<file path="config.mk">
export PLATFORM = sky130hd
export DESIGN_NAME = sync_fence_unit
export DESIGN_NICKNAME = d
export VERILOG_FILES = /design/src/rtl/sync_fence_pkg.sv /design/src/rtl/sync_wait_cmp.sv /design/src/rtl/sync_work_counter.sv /design/src/rtl/sync_reg_bank.sv /design/src/rtl/sync_fence_unit.sv
export SDC_FILE = /design/constraint.sdc
export NUM_CORES = 2
export LEC_CHECK = 0
export BUFFER_PORTS_ARGS = -buffer_cell sky130_fd_sc_hd__buf_2
export CAP_MARGIN = 20
export CORE_MARGIN = 2
export CORE_UTILIZATION = 49
export DETAILED_ROUTE_END_ITERATION = 16
export PLACE_DENSITY = 0.65
export SYNTH_ARGS = -nofsm -noshare
export SYNTH_HDL_FRONTEND = slang
export SYNTH_SLANG_ARGS = --single-unit
</file>
<file path="constraint.sdc">
create_clock -name clk -period 4.3 [get_ports clk]
set_clock_uncertainty 0.05 [all_clocks]
set_input_delay 0.645 -clock clk [delete_from_list [all_inputs] [get_ports clk]]
set_output_delay 0.645 -clock clk [all_outputs]
set_load 0.03 [all_outputs]
</file>
<file path="src/rtl/sync_fence_pkg.sv">
// Shared types and constants for the fence/wait synchronization unit.
// Assumes a 32-bit data path and a power-of-two register count.
package sync_fence_pkg;
    localparam int DATA_W = 32;
    localparam int MODE_W = 3;

    typedef enum logic [1:0] {
        OP_NOP   = 2'd0,
        OP_FENCE = 2'd1,
        OP_WAIT  = 2'd2,
        OP_SPARE = 2'd3
    } sync_op_e;

    localparam logic [MODE_W-1:0] CMP_EQ = 3'd0;
    localparam logic [MODE_W-1:0] CMP_NE = 3'd1;
    localparam logic [MODE_W-1:0] CMP_LT = 3'd2;
    localparam logic [MODE_W-1:0] CMP_GE = 3'd3;

    typedef enum logic [1:0] {
        ST_IDLE  = 2'd0,
        ST_FENCE = 2'd1,
        ST_WAIT  = 2'd2
    } sync_state_e;
endpackage

</file>
<file path="src/rtl/sync_wait_cmp.sv">
// Combinational comparator for wait conditions: checks a register value
// against an operand under a selectable mode. Unused mode codes fall back
// to equality. Assumes unsigned operands.
module sync_wait_cmp
    import sync_fence_pkg::*;
#(
    parameter int DW = DATA_W
) (
    input  logic [MODE_W-1:0] mode,
    input  logic [DW-1:0]     lhs,
    input  logic [DW-1:0]     rhs,
    output logic              ok
);
    // Evaluate the selected relation.
    always_comb begin
        case (mode)
            CMP_NE:  ok = (lhs != rhs);
            CMP_LT:  ok = (lhs <  rhs);
            CMP_GE:  ok = (lhs >= rhs);
            default: ok = (lhs == rhs);
        endcase
    end
endmodule

</file>
<file path="src/rtl/sync_work_counter.sv">
// Counts dispatched-but-unfinished work. Increments on dispatch and
// decrements on done. Simultaneous pulses cancel. Done at zero is ignored
// and dispatch at full scale is ignored. Reports when nothing is outstanding.
module sync_work_counter #(
    parameter int CNT_W = 8
) (
    input  logic clk,
    input  logic rst_n,
    input  logic dispatch,
    input  logic done,
    output logic idle
);
    localparam logic [CNT_W-1:0] CNT_MAX = {CNT_W{1'b1}};

    logic [CNT_W-1:0] cnt_q;

    // Track outstanding work with saturation at both ends.
    always_ff @(posedge clk) begin
        if (!rst_n) begin
            cnt_q <= '0;
        end else begin
            case ({dispatch, done})
                2'b10:   if (cnt_q != CNT_MAX) cnt_q <= cnt_q + 1'b1;
                2'b01:   if (cnt_q != '0)      cnt_q <= cnt_q - 1'b1;
                default: cnt_q <= cnt_q;
            endcase
        end
    end

    assign idle = (cnt_q == '0);


    no_underflow_chk: assert property (@(posedge clk) disable iff (!rst_n)
        (cnt_q == '0 && done && !dispatch) |=> (cnt_q == '0));


    cancel_hold_chk: assert property (@(posedge clk) disable iff (!rst_n)
        (dispatch && done) |=> $stable(cnt_q));
endmodule

</file>
<file path="src/rtl/sync_reg_bank.sv">
// Bank of host-visible synchronization registers. Has two write sources
// (host and fence) and two combinational read ports (host and compare).
// A fence write takes priority over a host write to the same register.
module sync_reg_bank
    import sync_fence_pkg::*;
#(
    parameter  int NREG = 16,
    parameter  int DW   = DATA_W,
    localparam int AW   = $clog2(NREG)
) (
    input  logic          clk,
    input  logic          rst_n,
    input  logic          host_we,
    input  logic [AW-1:0] host_idx,
    input  logic [DW-1:0] host_data,
    input  logic          fence_we,
    input  logic [AW-1:0] fence_idx,
    input  logic [DW-1:0] fence_data,
    input  logic [AW-1:0] rd_a_idx,
    output logic [DW-1:0] rd_a_data,
    input  logic [AW-1:0] rd_b_idx,
    output logic [DW-1:0] rd_b_data
);
    logic [DW-1:0] regs [NREG];

    for (genvar g = 0; g < NREG; g++) begin : g_reg
        logic [DW-1:0] q;
        // Store one register; the fence source wins on a same-index collision.
        always_ff @(posedge clk) begin
            if (!rst_n)
                q <= '0;
            else if (fence_we && fence_idx == AW'(g))
                q <= fence_data;
            else if (host_we && host_idx == AW'(g))
                q <= host_data;
        end
        assign regs[g] = q;
    end

    assign rd_a_data = regs[rd_a_idx];
    assign rd_b_data = regs[rd_b_idx];


    fence_wins_chk: assert property (@(posedge clk) disable iff (!rst_n)
        fence_we |=> (regs[$past(fence_idx)] == $past(fence_data)));
endmodule

</file>
<file path="src/rtl/sync_fence_unit.sv">
// Fence/wait synchronization unit for a command processor. Takes one
// command at a time from the decoder. A fence defers its register write
// until no dispatched work is outstanding. A wait holds the stream until
// a register comparison holds. Drives a sticky level interrupt.
// Assumes the decoder holds its command while cmd_stall is high.
module sync_fence_unit
    import sync_fence_pkg::*;
#(
    parameter  int NREG  = 16,
    parameter  int DW    = DATA_W,
    parameter  int CNT_W = 8,
    localparam int AW    = $clog2(NREG),
    localparam int HAW   = AW + 1
) (
    input  logic              clk,
    input  logic              rst_n,
    input  logic              cmd_valid,
    input  logic [1:0]        cmd_opcode,
    input  logic [AW-1:0]     cmd_reg_idx,
    input  logic [MODE_W-1:0] cmd_cmp_mode,
    input  logic              cmd_irq_en,
    input  logic [DW-1:0]     cmd_value,
    output logic              cmd_stall,
    input  logic              work_dispatch,
    input  logic              work_done,
    input  logic              host_we,
    input  logic [HAW-1:0]    host_addr,
    input  logic [DW-1:0]     host_wdata,
    output logic [DW-1:0]     host_rdata,
    output logic              irq
);
    sync_state_e       st_q;
    logic [AW-1:0]     p_idx_q;
    logic [MODE_W-1:0] p_mode_q;
    logic              p_irq_q;
    logic [DW-1:0]     p_val_q;
    logic              irq_q;

    logic              accept, is_fence, is_wait, work_idle, cmp_ok;
    logic              fence_fire, host_reg_we, host_irq_clr;
    logic [AW-1:0]     act_idx;
    logic [MODE_W-1:0] act_mode;
    logic              act_irq;
    logic [DW-1:0]     act_val, cmp_lhs, host_reg_data;

    assign accept   = cmd_valid && (st_q == ST_IDLE);
    assign is_fence = (cmd_opcode == OP_FENCE);
    assign is_wait  = (cmd_opcode == OP_WAIT);

    // Select live command fields when idle and latched fields when pending.
    always_comb begin
        if (st_q == ST_IDLE) begin
            act_idx  = cmd_reg_idx;
            act_mode = cmd_cmp_mode;
            act_irq  = cmd_irq_en;
            act_val  = cmd_value;
        end else begin
            act_idx  = p_idx_q;
            act_mode = p_mode_q;
            act_irq  = p_irq_q;
            act_val  = p_val_q;
        end
    end

    assign fence_fire   = work_idle && ((accept && is_fence) || (st_q == ST_FENCE));
    assign host_reg_we  = host_we && !host_addr[AW];
    assign host_irq_clr = host_we && (host_addr == HAW'(NREG)) && host_wdata[0];

    sync_work_counter #(.CNT_W(CNT_W)) u_cnt (
        .clk(clk), .rst_n(rst_n),
        .dispatch(work_dispatch), .done(work_done), .idle(work_idle)
    );

    sync_reg_bank #(.NREG(NREG), .DW(DW)) u_bank (
        .clk(clk), .rst_n(rst_n),
        .host_we(host_reg_we), .host_idx(host_addr[AW-1:0]), .host_data(host_wdata),
        .fence_we(fence_fire), .fence_idx(act_idx), .fence_data(act_val),
        .rd_a_idx(host_addr[AW-1:0]), .rd_a_data(host_reg_data),
        .rd_b_idx(act_idx), .rd_b_data(cmp_lhs)
    );

    sync_wait_cmp #(.DW(DW)) u_cmp (
        .mode(act_mode), .lhs(cmp_lhs), .rhs(act_val), .ok(cmp_ok)
    );

    // Sequence commands: latch on acceptance, stay pending until released.
    always_ff @(posedge clk) begin
        if (!rst_n) begin
            st_q     <= ST_IDLE;
            p_idx_q  <= '0;
            p_mode_q <= '0;
            p_irq_q  <= 1'b0;
            p_val_q  <= '0;
        end else begin
            case (st_q)
                ST_IDLE: if (accept) begin
                    p_idx_q  <= cmd_reg_idx;
                    p_mode_q <= cmd_cmp_mode;
                    p_irq_q  <= cmd_irq_en;
                    p_val_q  <= cmd_value;
                    if (is_fence && !work_idle) st_q <= ST_FENCE;
                    else if (is_wait && !cmp_ok) st_q <= ST_WAIT;
                end
                ST_FENCE: if (work_idle) st_q <= ST_IDLE;
                ST_WAIT:  if (cmp_ok)    st_q <= ST_IDLE;
                default:  st_q <= ST_IDLE;
            endcase
        end
    end

    // Hold the sticky interrupt status; a set beats a clear.
    always_ff @(posedge clk) begin
        if (!rst_n)                     irq_q <= 1'b0;
        else if (fence_fire && act_irq) irq_q <= 1'b1;
        else if (host_irq_clr)          irq_q <= 1'b0;
    end

    // Decode the host read address.
    always_comb begin
        if (!host_addr[AW])                  host_rdata = host_reg_data;
        else if (host_addr == HAW'(NREG))    host_rdata = {{(DW-1){1'b0}}, irq_q};
        else                                 host_rdata = '0;
    end

    assign cmd_stall = (st_q != ST_IDLE);
    assign irq       = irq_q;


    fence_hold_chk: assert property (@(posedge clk) disable iff (!rst_n)
        (st_q == ST_FENCE && !work_idle) |=> cmd_stall);


    wait_hold_chk: assert property (@(posedge clk) disable iff (!rst_n)
        (st_q == ST_WAIT && !cmp_ok) |=> cmd_stall);


    wait_pass_chk: assert property (@(posedge clk) disable iff (!rst_n)
        (accept && is_wait && cmp_ok) |=> !cmd_stall);


    irq_sticky_chk: assert property (@(posedge clk) disable iff (!rst_n)
        (irq && !host_irq_clr) |=> irq);


    fence_now_chk: assert property (@(posedge clk) disable iff (!rst_n)
        (accept && is_fence && work_idle) |=> !cmd_stall);
endmodule

</file>
# ---- After elaboration in Yosys (flattened, before gate mapping)
# Cells that the tools add are included.
dict set report op_classes {
  magnitude_cmp 4
  n_reduce_logical 72
  muxes 56
  n_bitwise 2
  eq_ne 49
  addsub 2
}
# operator n
set ops {}
lappend ops {{32-bit two-way mux} 38}
lappend ops {{32-bit binary-select mux with 4-bit select} 2}
lappend ops {{4-bit equality test, second input constant} 16}
lappend ops {{1-bit logical AND} 41}
lappend ops {{2-bit nonzero test} 19}
lappend ops {{32-bit equality test} 1}
lappend ops {{4-bit by 3-bit equality test with 1-bit output, second input constant} 8}
lappend ops {{32-bit >= comparator} 1}
lappend ops {{32-bit < comparator} 1}
lappend ops {{32-bit inequality test} 1}
lappend ops {{4-bit by 2-bit equality test with 1-bit output, second input constant} 4}
lappend ops {{8-bit two-way mux} 2}
lappend ops {{8-bit case mux with 2 select lines} 1}
lappend ops {{5-bit >= comparator, second input constant} 2}
lappend ops {{2-bit two-way mux} 5}
lappend ops {{4-bit inverter with 5-bit output} 2}
lappend ops {{8-bit by 1-bit adder with 8-bit output, second input constant} 1}
lappend ops {{4-bit by 1-bit equality test with 1-bit output, second input constant} 2}
lappend ops {{4-bit logical NOT} 2}
lappend ops {{8-bit logical NOT} 1}
lappend ops {{8-bit inequality test, second input constant} 1}
lappend ops {{8-bit nonzero test} 1}
lappend ops {{8-bit by 1-bit subtractor with 8-bit output, second input constant} 1}
lappend ops {{2-bit by 1-bit equality test with 1-bit output, second input constant} 3}
lappend ops {{18 further kinds} 29}
dict set report word_totals {
  ff_bits 563
  input_bits 85
  wordCells 208
}

# ---- Longest topological paths before layout
dict set report depth {
  ltp_word 14
  ltp_mapped 19
  mapped_depth_nobuf 15
}

# ---- By module
# From an unflattened synthesis, not the netlist that was laid out.
dict set report hier_totals {
  hier_cells 4200
  area_unflattened_um2 36316.1
}
# module n_inst area_each_um2 seq_area_each_um2 cells_per_inst
set modules_own_cells {}
lappend modules_own_cells {sync_reg_bank 1 32512.4 10249.8 3729}
lappend modules_own_cells {sync_fence_unit 1 2358.5 860.8 277}
lappend modules_own_cells {sync_wait_cmp 1 845.8 0.0 121}
lappend modules_own_cells {sync_work_counter 1 599.3 160.2 73}

# ---- Worst setup path before layout
# Ideal clock, no wire load.
dict set report synth_path {
  path_kind {input -> register}
  from {input port cmd_reg_idx[0]}
  to {register st_q[1]}
  t_arrival_ns 3.814
  n_path_buf 4
  setup_slack_ns 0.341
  cell_stages 17
  setup_ns 0.095
  cell_sequence {mux2_2 buf_4 buf_4 buf_4 buf_2 mux4_2 nand2_1 a31oi_1 ha_1 a21oi_1 o21ai_0 a221oi_1 o211ai_1 a21oi_1 mux2i_1 or3_1 a221oi_1}
}
dict set report synth_via {
  elab_chain_len 11
  elab_cells_between_ends 15
  classes_between {order compare: 2; eq/ne: 4; mux: 5; bitwise: 1; reduce/logical: 3}
}
# element line
set synth_lines {}
lappend synth_lines {{start: declaration} sync_fence_unit.sv:19} ;# input logic [AW-1:0] cmd_reg_idx,
lappend synth_lines {{4-bit two-way mux (*)} sync_fence_unit.sv:52} ;# if (st_q == ST_IDLE) begin
lappend synth_lines {{4-bit inverter with 5-bit output (implied by the code) (*)} sync_reg_bank.sv:41} ;# assign rd_b_data = regs[rd_b_idx];
lappend synth_lines {{32-bit binary-select mux with 4-bit select (*)} sync_reg_bank.sv:41}
lappend synth_lines {{32-bit two-way mux (implied by the code) (*) (2 in a row)} sync_reg_bank.sv:41}
lappend synth_lines {{32-bit >= comparator, or another cell as far along} sync_wait_cmp.sv:19} ;# CMP_GE: ok = (lhs >= rhs);
lappend synth_lines {{1-bit case mux with 3 select lines (*)} sync_wait_cmp.sv:16} ;# case (mode)
lappend synth_lines {{1-bit logical NOT} sync_fence_unit.sv:102} ;# else if (is_wait && !cmp_ok) st_q <= ST_WAIT;
lappend synth_lines {{1-bit logical AND} sync_fence_unit.sv:102}
lappend synth_lines {{3-bit by 1-bit inequality test with 1-bit output (no line)} n/a}
lappend synth_lines {{4-bit AND reduction (no line) (*)} n/a}
lappend synth_lines {{end signal: assignment} sync_fence_unit.sv:101} ;# if (is_fence && !work_idle) st_q <= ST_FENCE;
lappend synth_lines {{end signal: assignment} sync_fence_unit.sv:102}
lappend synth_lines {{end signal: assignment} sync_fence_unit.sv:104} ;# ST_FENCE: if (work_idle) st_q <= ST_IDLE;
lappend synth_lines {{end: declaration} sync_fence_unit.sv:32} ;# sync_state_e st_q;
# Mark *: on every way between the ends. The rest lies on a longest branch, timed or not. The select of a mux whose other input is x is not followed.
# A chain may end at the register's enable or synchronous reset.

# ---- Final worst setup path
dict set report layout_path {
  from {register st_q[1]}
  to {register st_q[1]}
}
dict set report layout_via {
  elab_chain_len 12
  elab_cells_between_ends 27
  classes_between {order compare: 2; eq/ne: 11; mux: 8; bitwise: 1; reduce/logical: 5}
}
# element line
set layout_lines {}
lappend layout_lines {{start signal: assignment} sync_fence_unit.sv:89} ;# st_q <= ST_IDLE;
lappend layout_lines {{start signal: assignment} sync_fence_unit.sv:101}
lappend layout_lines {{start signal: assignment} sync_fence_unit.sv:102}
lappend layout_lines {{2-bit logical NOT} {sync_fence_unit.sv:46, sync_fence_unit.sv:52, sync_fence_unit.sv:95}}
lappend layout_lines {{4-bit two-way mux} sync_fence_unit.sv:52}
lappend layout_lines {{4-bit inverter with 5-bit output (implied by the code)} sync_reg_bank.sv:41}
lappend layout_lines {{32-bit binary-select mux with 4-bit select} sync_reg_bank.sv:41}
lappend layout_lines {{32-bit two-way mux (implied by the code) (2 in a row)} sync_reg_bank.sv:41}
lappend layout_lines {{32-bit >= comparator, or another cell as far along} sync_wait_cmp.sv:19}
lappend layout_lines {{1-bit case mux with 3 select lines} sync_wait_cmp.sv:16}
lappend layout_lines {{1-bit logical NOT} sync_fence_unit.sv:102}
lappend layout_lines {{1-bit logical AND} sync_fence_unit.sv:102}
lappend layout_lines {{3-bit by 1-bit inequality test with 1-bit output (no line)} n/a}
lappend layout_lines {{4-bit AND reduction (no line)} n/a}
# Parallel ways exist; a longest one is shown, timed or not. The select of a mux whose other input is x is not followed.

==> impl_results.md <==
- Total power density per cell area: 337 mW/mm2
- Nets: 4118
- Die Area: 0.0746 mm2
- Data arrival, critical path: 4.83 ns
- Post-synth EDFFs: 0
- Routed wirelength normalized by instance count: 27.1 um
- Global-route wire length before repair: 198 mm
- Setup WS pre-CTS: -0.359 ns
- Yosys warning total: 0
- Leakage Power: 21.7 nW
- Placed Instance Area: 0.0383 mm2
- Number of input and output port buffers inserted: 118
- Core box area: 0.0716 mm2
- Routed wire length: 135 mm
- Hold/Removal Path Class: in -> reg
- Setup crit end kind: flop
- All-layer global routing usage: 35.5%
- Max-cap violations: 0
- Data required time of the critical path: 4.78 ns
- Area growth from synthesis to final layout: 15.9%
- Failing checks: setup timing
- Post-route minimum period: 4.36 ns
- Top-level I/O count: 119
- Unrepaired setup endpoints after global routing: true
- Count of distinct cell types in the synthesized netlist: 52
- Overall power consumption: 13.9 mW
- Worst ir drop on vdd: 0.275 mV
- Number of hold buffers added after cts: 0
- Share of the synthesized area in the top cell type: 31.7%
- Via count of the first global-routing pass: 29700
- Final Hold Violating Endpoints: 0
- Placer Congestion: 0.930
- Number of buffers created by CTS: 67
- Total overflow reported by the global router: 0
- Switching power as a share of total power: 29.6%
- Largest net degree at the start of global routing: 148
- Share of synthesized area occupied by flip-flops and latches: 31.7%
- Width of the die: 273 um
- Avg Inst Size Synth: 9.07 um2
- Biggest area consumer among synthesized cells: dfxtp_1
- CTS clk-pin slew, worst paths: 0.06 ns
- Fraction of power consumed by sequential logic: 39.4%
- Antenna viol nets, final: 0
- Share of synthesized flip-flops with an asynchronous set or reset: 0%
- Crit Path Max Fanout: 18
- Synthesis-stage register bit count: 563
- Final core area utilization: 57.5%
- Number of buffers on the longest clock path: 3
- Design internal power: 9.76 mW
- Via count of the routed design: 32100
- Top area cells in the synthesized netlist: dfxtp_1 (32%), mux4_2 (18%), mux2i_1 (15%), nand2_1 (13%), and3_1 (9.3%)
- Drt drc: 0
- Initial antenna violation count: 2
- Transition time of the tightest slew-check pin: 1.05 ns
- Iteration-0 DRC Markers: 4472
- Critical Path Source Type: flop
- Post-DP HPWL: 85.2 mm
- Timing-limited maximum frequency: 230 MHz
- Clock tree from TritonCTS: done
- Final setup violating endpoints: 1
- Combinational share of power: 19.0%
- Final Cycle Share: 101%
- Worst skew pair latency: 0.62 ns
- Class of the most critical setup path: reg -> reg
- Main flop type after synthesis: dfxtp_1
- Clock Sink Count: 563
- Psw: 4.10 mW
- Final instance area: 0.0412 mm2
- Core Rows: 98
- Via/cell ratio: 6.42
- Fillers: 6311
- Layout cell share with drive strength beyond 1: 21.7%
- Vert. Die Dim: 273 um
- Number of search-and-repair iterations in the first detailed-routing pass: 6
- Initial core utilization: 49.6%
- Syn Nets: 4043
- Synth Instances: 3917
- Synth Cell Area: 0.0355 mm2
- Worst rel slew slack: 29.5%
- Number of levels the H-tree was split into: 3
- Max Transition Viols Final: 0
- Run status: finished, violations left
- Clock share of power: 41.6%
- Clk Tree Root Cell: clkbuf_16
- Worst Slack Setup Final: -0.0558 ns
layout make-up:
cell class	instances	area [um2]	share of cell area, %
antenna	2	5.00	0.0122
clock buffer	93	1930	4.68
clock inverter	23	230	0.559
inverter	13	48.8	0.119
multi-input combinational	2957	23100	56.0
sequential	563	11300	27.4
tap	950	1190	2.89
timing repair buffer	390	3420	8.32
worst paths after layout:
kind,slack [ns],end,start,cells past startpoint
worst max-delay path,-0.06,st_q[1],st_q[1],16
worst min register to register,0.41,p_val_q[3],p_val_q[3],2
worst min-delay path,0.23,p_val_q[3],cmd_value[3],3
worst max register to register,-0.06,st_q[1],st_q[1],16
stage by stage:
| step | instances | setup TNS [ns] | hold WS (ns) |
|---|---|---|---|
| 6_report | 4991 | -0.0558 | 0.230 |
| 5_1_grt | 4990 | -0.172 | 0.233 |
| 4_1_cts | 4974 | 0 | 0.211 |
| 3_5_place_dp | 4840 | -0.359 | 0.406 |
| 3_3_place_gp | 4840 | -0.289 | 0.398 |
| 2_1_floorplan | 3917 | 0 | 0.393 |
state kept, by name, summed over array words and instances, names as in the netlist:
name and flops:
u_bank.g.q 512, p_val_q 32, u_cnt.cnt_q 8, p_idx_q 4
p_mode_q 3, st_q 2, irq 1, p_irq_q 1
worst max-delay path, cell delays in order, from the launching register on:
cell      delay, ns
dfxtp_4        0.37
nor2_4         0.18
buf_12         0.16
mux2_8         0.43
buf_16         0.20
mux4_2         0.44
nand2_1        0.09
a31oi_1        0.10
ha_1           0.35
a21oi_1        0.16
nand2_1        0.07
a21oi_1        0.34
o211ai_1       0.34
a21oi_4        0.31
mux2i_1        0.10
or3_1          0.35
a221oi_2       0.21
cells in the mapped netlist, types with 2 or more instances:
library cell  count
a21boi_0         41
a21o_1            3
a21oi_1          23
a221oi_1          3
a31oi_1          31
and2_1            5
and3_1          529
and3b_1           2
and4_1            3
buf_1            31
buf_2           126
buf_4             8
clkbuf_1        220
dfxtp_1         563
ha_1             40
inv_1            12
mux2_2            4
mux2i_1         549
mux2i_4           3
mux4_2          288
nand2_1        1251
nand2_2           2
nand3_1          28
nand4_1           8
nor2_1           19
nor2b_1          44
nor3_1            7
nor3_2           15
nor3b_1           3
o211a_1          16
o211ai_1          2
o21ai_0          11
o31ai_1           2
or3_1             2
or4_4             2
xnor2_1           5
power by group through the flow:
stage / logic [mW] / registers, mW / clock network (mW)
after global routing: 2.77 / 5.47 / 5.98
after detailed placement: 2.38 / 5.56 / 0
after CTS: 2.48 / 5.45 / 5.78
after floorplan: 1.45 / 5.53 / 0
after global placement: 2.36 / 5.56 / 0
final: 2.63 / 5.46 / 5.77
routing by layer:
layer / GRT usage, % / share of wire (%)
met2: 52.3 / 43
met3: 7.93 / 12
met4: 18.2 / 5.9
met1: 49.1 / 39
met5: 0 / 0.0059
placed cells by master, fill, tap and decap left out, types with 13 or more instances in the layout:
cell type,instances
a21boi_0,41
a21oi_1,20
a31oi_1,27
and3_1,526
buf_12,50
buf_2,114
buf_4,211
clkbuf_1,13
clkbuf_16,70
dfxtp_1,561
ha_1,37
mux2i_1,548
mux4_2,288
nand2_1,1231
nand2_2,22
nand3_1,16
nor2_1,14
nor2b_1,42
nor3_4,14
o211a_1,16
repair_timing:
item | CTS | global route
hold endpoints to repair | 0 | 0
buffers inserted | 16 | 14
pin swaps | 15 | 26
endpoints found under the setup margin | 1 | 1
gates cloned | 3 | 1
gates resized for setup | 20 | 39
cell families after synthesis:
| kind of cell | Yosys count | share of synthesized area (%) |
|---|---|---|
| xor gates and xnor gates | 6 | 0.148 |
| buffers and inverters | 399 | 4.77 |
| adders and majority gates | 41 | 1.47 |
| muxes | 844 | 34.1 |
| DFF | 563 | 31.7 |
| and+or+nand+nor | 1927 | 25.1 |
| AOI/OAI and AO/OA | 137 | 2.68 |
Note: power is estimated with default switching activity, not from simulation.
